[config.mk]
export PLATFORM = sky130hd
export DESIGN_NAME = blit_cmd_queue
export DESIGN_NICKNAME = d
export VERILOG_FILES = /design/src/rtl/blit_cmd_queue.sv
export SDC_FILE = /design/constraint.sdc
export NUM_CORES = 1
export LEC_CHECK = 0
export ABC_AREA = 1
export BUFFER_PORTS_ARGS = -buffer_cell sky130_fd_sc_hd__buf_2
export CAP_MARGIN = 20
export CORE_MARGIN = 4
export CORE_UTILIZATION = 35
export CTS_BUF_LIST = sky130_fd_sc_hd__clkbuf_16
export DETAILED_ROUTE_END_ITERATION = 6
export PLACE_DENSITY = 0.58
export SLEW_MARGIN = 20
export SYNTH_ARGS = -nofsm -noshare
export SYNTH_HDL_FRONTEND = slang
export SYNTH_SLANG_ARGS = --single-unit
[constraint.sdc]
create_clock -name clk -period 5.15 [get_ports clk]
set_input_delay 0.2575 -clock clk [delete_from_list [all_inputs] [get_ports clk]]
set_output_delay 0.2575 -clock clk [all_outputs]
set_load 0.01 [all_outputs]
[src/rtl/blit_cmd_queue.sv]
module blit_cmd_queue #(
  parameter int DATA_W = 32,
  parameter int DEPTH  = 16,
  parameter int CNT_W  = 16
) (
  input  logic              clk,
  input  logic              rst_n,
  input  logic              cpu_wr_en,
  input  logic [DATA_W-1:0] cpu_wr_data,
  input  logic              ctrl_wr_en,
  input  logic [3:0]        ctrl_wr_data,
  output logic [3:0]        ctrl_rd,
  input  logic              lim_wr_en,
  input  logic [CNT_W-1:0]  lim_wr_data,
  input  logic              cnt_wr_en,
  input  logic [CNT_W-1:0]  cnt_wr_data,
  input  logic              stat_rd_inc,
  output logic [3:0]        status,
  output logic [CNT_W-1:0]  count,
  output logic              overflow,
  output logic              eng_valid,
  output logic [DATA_W-1:0] eng_data,
  input  logic              eng_ready,
  input  logic              eng_busy,
  input  logic              eng_bus_busy
);

  localparam int AW = (DEPTH > 1) ? $clog2(DEPTH) : 1;
  localparam int FW = AW + 1;
  localparam logic [FW-1:0] FULL_LVL = FW'(DEPTH);
  localparam logic [AW-1:0] LAST_PTR = AW'(DEPTH - 1);

  logic [DATA_W-1:0] mem [DEPTH];
  logic [AW-1:0]     wr_ptr, rd_ptr;
  logic [FW-1:0]     fill;
  logic [3:0]        ctrl_q;
  logic [CNT_W-1:0]  limit_q;

  logic run_sel, load_en, at_max, not_empty;
  logic push_ok, drop, pop_fire, clr_evt;
  logic [CNT_W+1:0] cnt_sum;

  assign run_sel   = ctrl_q[3];
  assign load_en   = ctrl_q[2];
  assign not_empty = (fill != '0);
  assign at_max    = (count >= limit_q);

  assign push_ok  = cpu_wr_en && !at_max && (fill != FULL_LVL);
  assign drop     = cpu_wr_en && !push_ok;
  assign eng_valid = run_sel && !eng_busy && not_empty;
  assign eng_data  = mem[rd_ptr];
  assign pop_fire  = eng_valid && eng_ready;
  assign clr_evt   = ctrl_wr_en && ctrl_q[1] && !ctrl_wr_data[1];

  assign status  = {eng_bus_busy, at_max, eng_busy, not_empty};
  assign ctrl_rd = ctrl_q;

  assign cnt_sum = {2'b00, count}
                 + (CNT_W+2)'(push_ok) + (CNT_W+2)'(stat_rd_inc)
                 - (CNT_W+2)'(pop_fire);

  always_ff @(posedge clk) begin
    if (push_ok) mem[wr_ptr] <= cpu_wr_data;
  end

  always_ff @(posedge clk) begin
    if (!rst_n) begin
      wr_ptr <= '0;
      rd_ptr <= '0;
      fill   <= '0;
    end else begin
      if (push_ok) wr_ptr <= (wr_ptr == LAST_PTR) ? '0 : wr_ptr + 1'b1;
      if (pop_fire) rd_ptr <= (rd_ptr == LAST_PTR) ? '0 : rd_ptr + 1'b1;
      case ({push_ok, pop_fire})
        2'b10:   fill <= fill + 1'b1;
        2'b01:   fill <= fill - 1'b1;
        default: fill <= fill;
      endcase
    end
  end

  always_ff @(posedge clk) begin
    if (!rst_n) begin
      ctrl_q  <= '0;
      limit_q <= CNT_W'(DEPTH);
    end else begin
      if (ctrl_wr_en) ctrl_q  <= ctrl_wr_data;
      if (lim_wr_en)  limit_q <= lim_wr_data;
    end
  end

  always_ff @(posedge clk) begin
    if (!rst_n) begin
      count <= '0;
    end else if (clr_evt) begin
      count <= '0;
    end else if (cnt_wr_en && load_en) begin
      count <= cnt_wr_data;
    end else if (cnt_sum[CNT_W+1]) begin
      count <= '0;
    end else if (cnt_sum[CNT_W]) begin
      count <= '1;
    end else begin
      count <= cnt_sum[CNT_W-1:0];
    end
  end

  always_ff @(posedge clk) begin
    if (!rst_n)       overflow <= 1'b0;
    else if (clr_evt) overflow <= 1'b0;
    else if (drop)    overflow <= 1'b1;
  end

  always_ff @(posedge clk) begin
    if (rst_n) a_r3_fill_bound: assert (fill <= FULL_LVL);
  end

  a_r3_drop_flags: assert property (@(posedge clk) disable iff (!rst_n)
    cpu_wr_en && status[2] && !clr_evt |=> overflow);

  a_r3_overflow_sticky: assert property (@(posedge clk) disable iff (!rst_n)
    overflow && !clr_evt |=> overflow);

  a_r6_clear_count: assert property (@(posedge clk) disable iff (!rst_n)
    clr_evt |=> count == '0);

  a_r5_pop_drains: assert property (@(posedge clk) disable iff (!rst_n)
    pop_fire && !cpu_wr_en |=> fill == $past(fill) - 1'b1);

  a_r4_no_offer_stopped: assert property (@(posedge clk) disable iff (!rst_n)
    ctrl_wr_en && !ctrl_wr_data[3] |=> !eng_valid);

endmodule

==> results of run 1 <==
[layout by cell type, fill, tap and decap left out, types with 8 or more instances in the layout]
cell type	n
edfxtp_1	512
inv_1	247
nand2_1	220
a21oi_1	174
o21ai_0	170
buf_2	133
mux2i_1	128
o211ai_1	128
dlygate4sd3_1	77
nand3_1	70
clkbuf_16	60
dfxtp_1	50
ha_1	43
nor2_1	36
buf_4	25
nor2_4	16
clkinv_2	15
clkinv_1	10
a21oi_2	10
bufinv_16	9
xnor2_1	8
[stage by stage]
stage	hold WS [ns]	cell area, um2	util	std cells	worst slack, ns
floorplan	0.356	24300	-	1957	1.74
detailed placement	0.444	26000	0.378	2944	1.12
global route	0.0266	28800	0.419	3132	0.856
finish	0.0390	28800	0.419	3132	1.09
CTS	0.0130	28800	0.419	3131	1.07
global placement	0.436	26000	0.378	2944	1.19
[worst paths after layout]
check / start / end / slack [ns] / cells after the start
worst min register to register: overflow / overflow / 0.45 / 2
worst min-delay path: cpu_wr_data[30] / mem[5][30] / 0.04 / 1
worst max register to register: count[13] / count[0] / 1.09 / 19
worst max-delay path: count[13] / count[0] / 1.09 / 19
[repair_timing]
| action | 4_1_cts | 5_1_grt |
|---|---|---|
| hold buffers | 77 | 0 |
| endpoints found under the hold margin | 451 | 0 |
| buffers inserted | 0 | 0 |
[metal layers]
metal | global-route usage | vias up
met1 | 0.210 | 7657
met4 | 0.0348 | 2
met5 | 0 | -
met3 | 0.0299 | 64
met2 | 0.264 | 366
li1 | - | 7407
[synth_stat cells (all sizes together), types with 8 or more instances]
cell type	instances	area share
nor2	53	0.0083
ha	43	0.022
a21oi	185	0.040
inv	241	0.037
o21ai	171	0.035
buf	50	0.013
mux2i	128	0.053
nand3	72	0.015
o211ai	128	0.040
clkbuf	56	0.0087
edfxtp	512	0.63
xnor2	8	0.0029
dfxtp	54	0.045
nand2	225	0.035
[cells by family after synthesis]
logic type,count (synthesis),share of synthesized area
buffers and inverters,349,0.0595
adders and majority gates,46,0.0247
xor gates and xnor gates,14,0.00506
AOI/OAI and AO/OA,487,0.116
DFF,566,0.678
muxes,128,0.0528
and+or+nand+nor,367,0.0632
[report_power, final]
part	switching (mW)	total (mW)	internal, mW	leakage [nW]
Combinational	1.85	2.82	0.973	4.21
Clock	1.80	4.38	2.58	1.02
Sequential	0.140	5.46	5.32	5.06
Total	3.79	12.7	8.87	10.3
[layout make-up]
cell class	count	area, um2
diodes	1	2.50
clock buffers	60	1500
clock inverters	50	527
fillers	6340	39800
inverters	243	920
multi-input cells	1042	6470
flip-flops and latches	566	16500
well taps	931	1160
repair buffers	239	1700
[state kept, by name (all words and copies together), names as in the netlist, named ones only]
signal / cells
count: 16
ctrl_rd: 4
fill: 5
limit_q: 16
mem: 512
overflow: 1
rd_ptr: 4
wr_ptr: 4
[worst reg2reg max path, stage by stage, from the launching register on]
cell     delay [ns]
dfxtp_1        0.35
ha_1           0.34
a21oi_1        0.18
o21ai_0        0.10
a21oi_1        0.45
nand3_2        0.38
fa_1           0.56
fa_1           0.44
inv_1          0.11
nand2_1        0.05
nand2_1        0.07
nand3_1        0.08
nand2_2        0.11
nand2_1        0.07
nand2_1        0.06
nand2_1        0.05
nand2_2        0.26
nand2_1        0.10
nand2_1        0.08
a21oi_1        0.06
==> reports/results.txt, run 1 <==
The H-tree was split into 2 levels. Synthesis produced 1957 cells. The minimum period implied by the final worst setup slack is 4.06 ns, and the count of synthesis-stage warnings from yosys is 0. Die outline height: 271 um.

The worst setup path is launched from a register. The area inside the core boundary was 68600 um2. The net count of the finished layout is 2276. The via total after detailed routing came out at 15500.

The largest incremental delay on the critical path is 0.55 ns, and the global-route wire length before repair is 90100 um. Dividing the detail-routed via count by the number of cells gives 4.95. 136 I/O pins were placed. The count of nets left with antenna violations once routing finished came out at 0.

The highest metal layer with signal wires is met5. Synthesis instantiated 34 different standard cells from the library. For the DRC violation total after the first TritonRoute iteration, the log shows 1221. Clock tree synthesis selected as its root buffer the cell clkbuf_16. The logs give 73600 um2 for the overall die area and 0 for the remaining global-route overflow. Derived from the worst setup path, the maximum achievable clock frequency is 246 MHz. Share of synthesized flip-flops with an asynchronous set or reset: 0. For this design the ratio of total power to cell area is 440 nW/um2. In this run the static leakage power is 10.3 nW. The congestion estimate from routability-driven global placement came to 0.832. Input and output buffers added on the ports amount to 133. The flow ran to the end, and the final reports show no timing, DRC or antenna violations. The starting utilization of the core area came out at 0.354. TritonCTS built the clock tree. For the worst setup path, the data arrival time is 4.52 ns.

The number of flops mapped to enable cells by yosys is 512, and the width of the die is 271 um. The number of antenna violations at the first check in global routing is 2. The number of clock buffers added by TritonCTS is 60. The number of gates resized after cts was 0; the hold violation count in the final report was 0.

The clock net in this run drives a total of 566 sinks. Critical path's slowest cell: fa_1. The share of final-layout standard cells stronger than drive strength 1 works out to 0.136.

The sequential element share of the synthesized area came out at 0.678. The logs give 0 for the total count of max-transition violations in the final report and 5.61 ns for the data required time of the critical path. The clock arrives with 0.0263 ns of skew. The synthesized design contains 566 register bits. The setup path with the least slack is of type register to register. Total length of routed met2 wires: 28400 um. The run gives 0.156 as the overall global routing resource usage.

The first detailed-routing pass ran for 5 iterations. The logs give 59000 um for the wire length after detailed routing and 15300 for the via count of the first global-routing pass. The maximum clock insertion buffer count is 3. Setup total negative slack on the finished layout was measured at 0 ns. The average instance in the mapped netlist occupies 12.4 um2. In this design, the largest share of critical-path delay is due to adder cells. Among the stages of the critical path, the cell type that occurs most often is nand2_1.

Across the run, the number of max-cap violations was 0. The pin count of the biggest net entering global routing is 129. The worst hold path belongs to the class input pin to register.

The tools report the post-synthesis net count as 2081. The final-report setup violation count was 0; the final period utilization was 0.788. In the detailed route, the total length drawn on met3 is 3000 um. After detailed routing, the average wire length per cell comes to 18.8 um. The number of standard-cell rows in the floorplan was 96; the measured slew at the worst slew-check pin was 1.08 ns. The most used flip-flop cell after synthesis is edfxtp_1. The area growth from synthesis to layout is 18.6%. The clock-pin transition on the worst setup and hold timing paths was 0.06 ns.

VDD sags by at most 0.296 mV. Buffers plus inverters on the worst setup path: 1. The detailed router put a total of 26700 um of wire on met1. In this run the worst path has a maximum fanout of 16.

Overall power consumption after layout is estimated at 12.7 mW. The tools report the HPWL reported at the end of detailed placement as 33000 um. In the routed design, unresolved DRC markers number 0.

Setup repair after global routing left no endpoint under its margin. The critical path goes through ha_1 > a21oi_1 > o21ai_0 > a21oi_1 > nand3_2 > fa_1 > fa_1 > inv_1 > nand2_1 > nand2_1 > nand3_1 > nand2_2 > nand2_1 > nand2_1 > nand2_1 > nand2_2 > nand2_1 > nand2_1 > a21oi_1. The cell area after synthesis was 24300 um2. STA classifies the critical path endpoint as a register. Normalized max-slew margin: 0.280. Clock latency on the worst-skew pair, taken at its later pin, is 0.64 ns.
(Power assumes the default switching activity.)
==> run 2, diff against run 1 <==
==> constraint.sdc (replaced) <==
create_clock -name clk -period 4.25 [get_ports clk]
set_input_delay 0.2125 -clock clk [delete_from_list [all_inputs] [get_ports clk]]
set_output_delay 0.2125 -clock clk [all_outputs]
set_load 0.01 [all_outputs]
==> run 2 against run 1 <==
Final area fell by 0.14%; sequential share of layout area rose by 0.082 points; combinational power rose by 23%; wire length rose by 2.1%; register-to-register slack got worse by 0.67 ns; sequential power rose by 21%; largest cell class unchanged; critical path depth did not move; final cell count rose by 0.13%; via count rose by 0.63%; non-clock buffer count rose by 6; global-route usage rose by 0.44 points.
==> reports/results.txt, run 2 (synthesis gave the netlist of run 1 again) <==
The accumulated negative setup slack came out at 0 ns. Leaving out fill and tap cells, the most frequent cell in the layout is edfxtp_1. During placement, the flow inserted port buffers numbering 133. For the peak clock frequency supported by timing, the log shows 261 MHz.

In this run the critical register-to-register path is launched from count[13]. The weighted congestion at the end of routability-driven global placement was 0.822. Clock latency on the worst-skew pair, taken at its later pin, is 0.62 ns. The count of fill cells added during filler insertion was 6275; the via count of the first global-routing pass was 15500. In this run the worst hold path is classified as input pin to register. After global routing the overflow that remains totals 0. The logs give 2281 for the final layout net count and 5 for the number of optimization iterations in the first detailed-route pass.

The final-report setup violation count was 0. Traced cell by cell, the critical path runs through ha_1 > a21oi_1 > o21ai_0 > a21oi_1 > nand3_2 > fa_1 > fa_1 > inv_1 > nand2_1 > nand2_1 > nand3_1 > nand2_2 > nand2_1 > nand2_1 > nand2_1 > nand2_2 > nand2_1 > nand2_1 > a21oi_1. The critical path depth in cells is 19. Gates resized during post-CTS repair numbered 0.

In this run the horizontal extent of the chip is 271 um. The register name with the most flops was mem. The wire length after detailed routing was 60300 um. The tools report the normalized max-slew margin as 0.320.

The area inside the core boundary came out at 68600 um2. The hold violation count in the final report is 0, and the measured slew at the worst slew-check pin is 1.02 ns. The analysis attributes to cell leakage a power of 10.3 nW. In the layout the commonest cells are edfxtp_1 (512), inv_1 (253), nand2_1 (220). The flip-flop count of the largest register after layout was 512; the number of placed I/O pins was 136.

For the starting utilization of the core area, the log shows 0.354. H-tree depth: 2. For this block, the initial DRC count from the detailed router was 1281. The post-route antenna net violation count is 0.

The largest fanout on the critical path is 16, and the number of antenna violations at the first check in global routing is 1. Dividing total power by cell area gives a power density of 523 nW/um2. The share of final-layout standard cells stronger than drive strength 1 is 0.131. The run gives 3 as the maximum clock insertion buffer count. The tools report the critical path startpoint as count[13]. TritonCTS built the clock tree.

Buffers plus inverters on the worst setup path: 1. The most common cell type on the critical path was nand2_1. Total count of max-transition violations in the final report: 0.

Across all layers, the routed design uses 15600 vias. Data on the critical path arrives at its endpoint at 4.29 ns. On the critical path the largest part of the delay comes from adder cells.

In the routed design, unresolved DRC markers number 0. Setup repair after global routing left no endpoint under its margin. In this design, the stage delay of the slowest critical-path cell is 0.49 ns. Max-cap violations in this run came to 0.

The worst hold path was traced through 3 stages. In the final layout, the registers with the most flip-flops are mem (512), count (16), limit_q (16). The tools report the pin count of the biggest net entering global routing as 116. In this run the core area contains 96 standard-cell rows. The worst setup path is launched from a register.

Clock-pin slew was measured on the worst setup and hold paths at 0.06 ns. Overall power consumption after layout is estimated at 15.0 mW. Clock tree synthesis found a total of 566 sinks. The smallest clock period supported by the final layout is computed as 3.83 ns. The average detailed-routed wire length per instance is 19.2 um, and the HPWL reported at the end of detailed placement is 32400 um.

The kind of capture point of the worst setup path was a register. The die outline height is 271 um. For the antenna diode instance count, the log shows 0.

The logs give 59 for the clock buffer count from CTS and 4.71 ns for the data required time of the critical path. The run finished with clean final reports. The worst hold path begins at rst_n. For the overall global routing resource usage, the log shows 0.161. The setup clock skew after layout was 0.0177 ns. The tools report the root buffer cell as clkbuf_16. The growth of design area from synthesis to finish was 18.4%. The die covers 73600 um2. IR analysis of the VDD net gives a maximum drop of 0.371 mV. The first global-routing pass estimated 92100 um of wire.

Measured in cells, the most critical reg-to-reg path has a length of 19. The type of the setup path with the least slack is register to register. For flop-to-flop paths, the worst setup slack is 0.42 ns. The final period utilization works out to 0.901.

The slowest stage of the critical path belongs to the cell fa_1. The average vias per placed instance came out at 4.97.
-- run 2: cell count changes in the layout (fill, tap and decap cells not counted), moves of 2 or more --
| cell | change |
|---|---|
| clkinv_1 | +8 |
| buf_12 | +5 |
| inv_6 | +2 |
| inv_1 | +6 |
| clkinvlp_4 | -4 |
| bufinv_16 | -4 |
| clkinv_2 | -7 |
-- run 2: area by class of cell --
cell class,count,area [um2],area share
clock buffers,59,1480,0.0514
inverters,243,917,0.0319
well taps,931,1160,0.0406
repair buffers,245,1830,0.0639
clock inverters,50,385,0.0134
flip-flops and latches,566,16500,0.573
multi-input cells,1042,6470,0.225
-- run 2: path summary, 6_finish.rpt --
kind,endpoint
setup / recovery,count[1]
hold / removal,wr_ptr[1]
setup reg to reg,count[1]
hold reg to reg,overflow
-- run 2: per-layer routing --
layer  global-route usage  vias to the layer above  part of all wire
met4               0.0391                        2             0.020
li1                     -                     7429                 -
met3               0.0285                       91             0.058
met1                0.219                     7654              0.44
met2                0.268                      417              0.48
met5                    0                        -           0.00022
-- run 2: through the flow --
| step | area (um2) | cells | util | hold slack (ns) | setup slack [ns] |
|---|---|---|---|---|---|
| final | 28700 | 3136 | 0.419 | 0.0531 | 0.421 |
| after global routing | 28700 | 3136 | 0.419 | 0.0290 | 0.153 |
| after CTS | 28700 | 3136 | 0.419 | 0.00705 | 0.435 |
| after detailed placement | 26100 | 2949 | 0.380 | 0.426 | 0.475 |
| after global placement | 26100 | 2948 | 0.380 | 0.426 | 0.583 |
| after floorplan | 24300 | 1957 | - | 0.311 | 0.838 |
-- run 2: timing repair --
action | in CTS | in global routing
endpoints found under the hold margin | 549 | 0
hold buffers | 78 | 0
setup buffers | 0 | 0
-- run 2: worst register-to-register path: cells and delay by family (launching register included) --
| kind | cells | cell delay (ns) |
|---|---|---|
| AOI/OAI and AO/OA | 4 | 0.78 |
| adders and majority gates | 3 | 1.28 |
| buffers and inverters | 1 | 0.11 |
| DFF | 1 | 0.35 |
| and+or+nand+nor | 11 | 1.15 |
-- run 2: power by group --
| part | switching (mW) | internal [mW] | leakage (nW) | total [mW] |
|---|---|---|---|---|
| Sequential | 0.152 | 6.44 | 5.06 | 6.60 |
| Combinational | 2.26 | 1.20 | 4.26 | 3.46 |
| Clock | 2.14 | 2.83 | 0.969 | 4.97 |
| Total | 4.55 | 10.5 | 10.3 | 15.0 |
==> run 3, diff against run 2 <==
--- a/config.mk
+++ b/config.mk
@@ -9,10 +9,10 @@
 export BUFFER_PORTS_ARGS = -buffer_cell sky130_fd_sc_hd__buf_2
 export CAP_MARGIN = 20
 export CORE_MARGIN = 4
-export CORE_UTILIZATION = 35
+export CORE_UTILIZATION = 45
 export CTS_BUF_LIST = sky130_fd_sc_hd__clkbuf_16
 export DETAILED_ROUTE_END_ITERATION = 6
-export PLACE_DENSITY = 0.58
+export PLACE_DENSITY = 0.63
 export SLEW_MARGIN = 20
 export SYNTH_ARGS = -nofsm -noshare
 export SYNTH_HDL_FRONTEND = slang
==> run 3 against run 2 <==
Critical path depth did not move; maximum frequency rose by 2.4%; clock power about the same; non-clock buffer count grew 1; largest power group unchanged; highest routed layer unchanged; critical endpoint is now count[13]; wire length down 4.6%; power is 0.32% higher; sequential share of layout area grew 0.46 points; sequential power about the same.
==> reports/results.txt, run 3 (synthesis gave the netlist of run 1 again) <==
Compared with the post-synthesis result, the final layout area differs by 17.5%. Number of antenna violations at the first check in global routing: 2. After clock tree synthesis, the clock-pin slew on the worst setup and hold paths is 0.06 ns. The first detailed-routing pass ran for 7 iterations. The normalized max-slew margin was 0.298. The die covers 57700 um2. Largest fanout on the critical path: 16. The design draws 15.1 mW. The tools report the overall global routing resource usage as 0.197. The logs give 0.890 for the weighted congestion at the end of routability-driven global placement and 0.538 for the post-layout utilization of the core. Setup repair after global routing left no endpoint under its margin. CTS built an H-tree with a depth of 2. The longest clock path from root to sink contains 3 buffers. The starting utilization of the core area came out at 0.458.

Max-cap violations in this run came to 0. mem holds more flip-flops than any other register. The startpoint of the most critical hold path was rst_n.

The run gives 2279 as the final layout net count. The library cells used most frequently in the layout, excluding fill and tap cells, are edfxtp_1 (512), inv_1 (246), nand2_1 (220). The register with the most flip-flops in the layout has 512 of them. DRC violation total after the first TritonRoute iteration: 1266.

The first global-routing pass estimated 88300 um of wire. Total count of max-transition violations in the final report: 0. TritonCTS built the clock tree.

The logs give 2892 for the number of standard cells in the final layout excluding fillers and 0.334 mV for the peak supply drop. After floorplanning, the core was sized to cover 53000 um2. Measured along the x axis, the die boundary spans 240 um. The share of final-layout standard cells stronger than drive strength 1 was 0.132; the clock buffer count from CTS was 56. From bottom edge to top edge, the die measures 240 um. Counting I/O delays and the setup requirement, the final critical path takes 3.74 ns.

The measured slew at the worst slew-check pin was 1.05 ns. The number of design rule violations left after detail routing is 0. The worst-skew pair later-pin latency is 0.61 ns, and the via count of the first global-routing pass is 15300. After clock tree synthesis, the repair step resized 0 gates. In this run the worst setup path begins at count[13].

The detail route stage leaves a number of antenna-violating nets equal to 0. The final route contains 15500 vias. Dividing the detail-routed via count by the number of cells gives 5.36. The largest registers in the layout are mem (512), count (16), limit_q (16).

Summed over all layers, the global routing overflow is 0. The worst setup path is captured at a register. The layout has 4462 filler cells. The pin count of the biggest net entering global routing is 129, and the data required time of the critical path is 4.69 ns.

The run gives 0 as the final-report setup violation count. The worst min-delay path class was input pin to register. The startpoint identified for the worst register-to-register timing path is count[13].

The average detailed-routed wire length per instance is 19.9 um. For this design the static power due to leakage is 10.3 nW. The peak clock frequency supported by timing is 267 MHz.

The count of buffers from port buffering is 133. The worst setup path is of the register to register kind. Row generation in the floorplan step produced 84 rows. The run finished with clean final reports.

The setup clock skew after layout was 0.0211 ns; the wire length after detailed routing was 57500 um. The hold violation count in the final report came out at 0. The library cell used most frequently in the layout, excluding fill and tap cells, is edfxtp_1.

Final period utilization: 0.880. In this run the clock root is driven by a clkbuf_16. The clock sink total was 566; the HPWL reported at the end of detailed placement was 31700 um. In this run the power density over the cells is 529 nW/um2. STA puts the critical path data arrival time at 4.18 ns. For this design the top-level I/O count stands at 136. Once placement completed, the tool counted placed cells totaling 2706. Launching element type of the critical path: a register. Setup total negative slack on the finished layout was measured at 0 ns.
==> run 3: cell count changes in the layout (fill, tap and decap cells not counted), sizes merged <==
| cell | previous run | this run |
|---|---|---|
| inv | 258 | 247 |
| bufinv | 5 | 8 |
| dlygate4sd3 | 78 | 79 |
| clkinvlp | 1 | 5 |
| clkinv | 29 | 32 |
| clkbuf | 59 | 57 |
| diode | 0 | 1 |
==> run 3: layout make-up <==
class / instances / area, um2 / area share
Clock buffer: 57 / 1430 / 0.0501
Clock inverter: 49 / 467 / 0.0164
Multi-Input combinational cell: 1042 / 6470 / 0.227
Timing Repair Buffer: 246 / 1870 / 0.0658
Tap cell: 688 / 861 / 0.0302
Sequential cell: 566 / 16500 / 0.578
Inverter: 243 / 921 / 0.0323
Antenna cell: 1 / 2.50 / 0.0000878
==> run 3: per-stage QoR <==
stage               setup slack, ns  area (um2)  hold slack, ns
floorplan                     0.838       24300           0.311
global placement              0.636       25800           0.425
detailed placement            0.563       25800           0.425
CTS                           0.525       28500          0.0308
global route                  0.141       28500          0.0520
finish                        0.509       28500          0.0646
==> run 3: routing by layer <==
metal / track usage / wire length [um]
met4: 0.0495 / 1200
met2: 0.334 / 27900
met3: 0.0367 / 3100
met5: 0 / 13
met1: 0.266 / 25200
==> run 3: critical path, cell delays in order (launching register included) <==
cell,delay [ns]
dfxtp_1,0.42
ha_1,0.29
a21oi_1,0.15
o21ai_0,0.09
a21oi_1,0.40
nand3_2,0.17
fa_1,0.49
fa_1,0.45
inv_1,0.11
nand2_1,0.05
nand2_1,0.08
nand3_1,0.08
nand2_2,0.11
nand2_1,0.07
nand2_1,0.06
nand2_1,0.05
nand2_2,0.26
nand2_1,0.10
nand2_1,0.09
a21oi_2,0.05
==> run 3: what timing repair did <==
item | CTS | global route
hold buffers | 79 | 0
hold endpoints to repair | 549 | 0
buffers inserted | 0 | 0
==> run 3: where the power goes <==
part	internal (mW)	switching [mW]	total [mW]
logic	1.21	2.25	3.46
clock network	2.93	2.07	5.00
registers	6.44	0.171	6.61
==> run 3: final timing paths <==
path | slack, ns | to | cells past startpoint
worst max-delay path | 0.51 | count[13] | 19
worst min-delay path | 0.06 | wr_ptr[1] | 3
worst max register to register | 0.51 | count[13] | 19
worst min register to register | 0.46 | overflow | 2
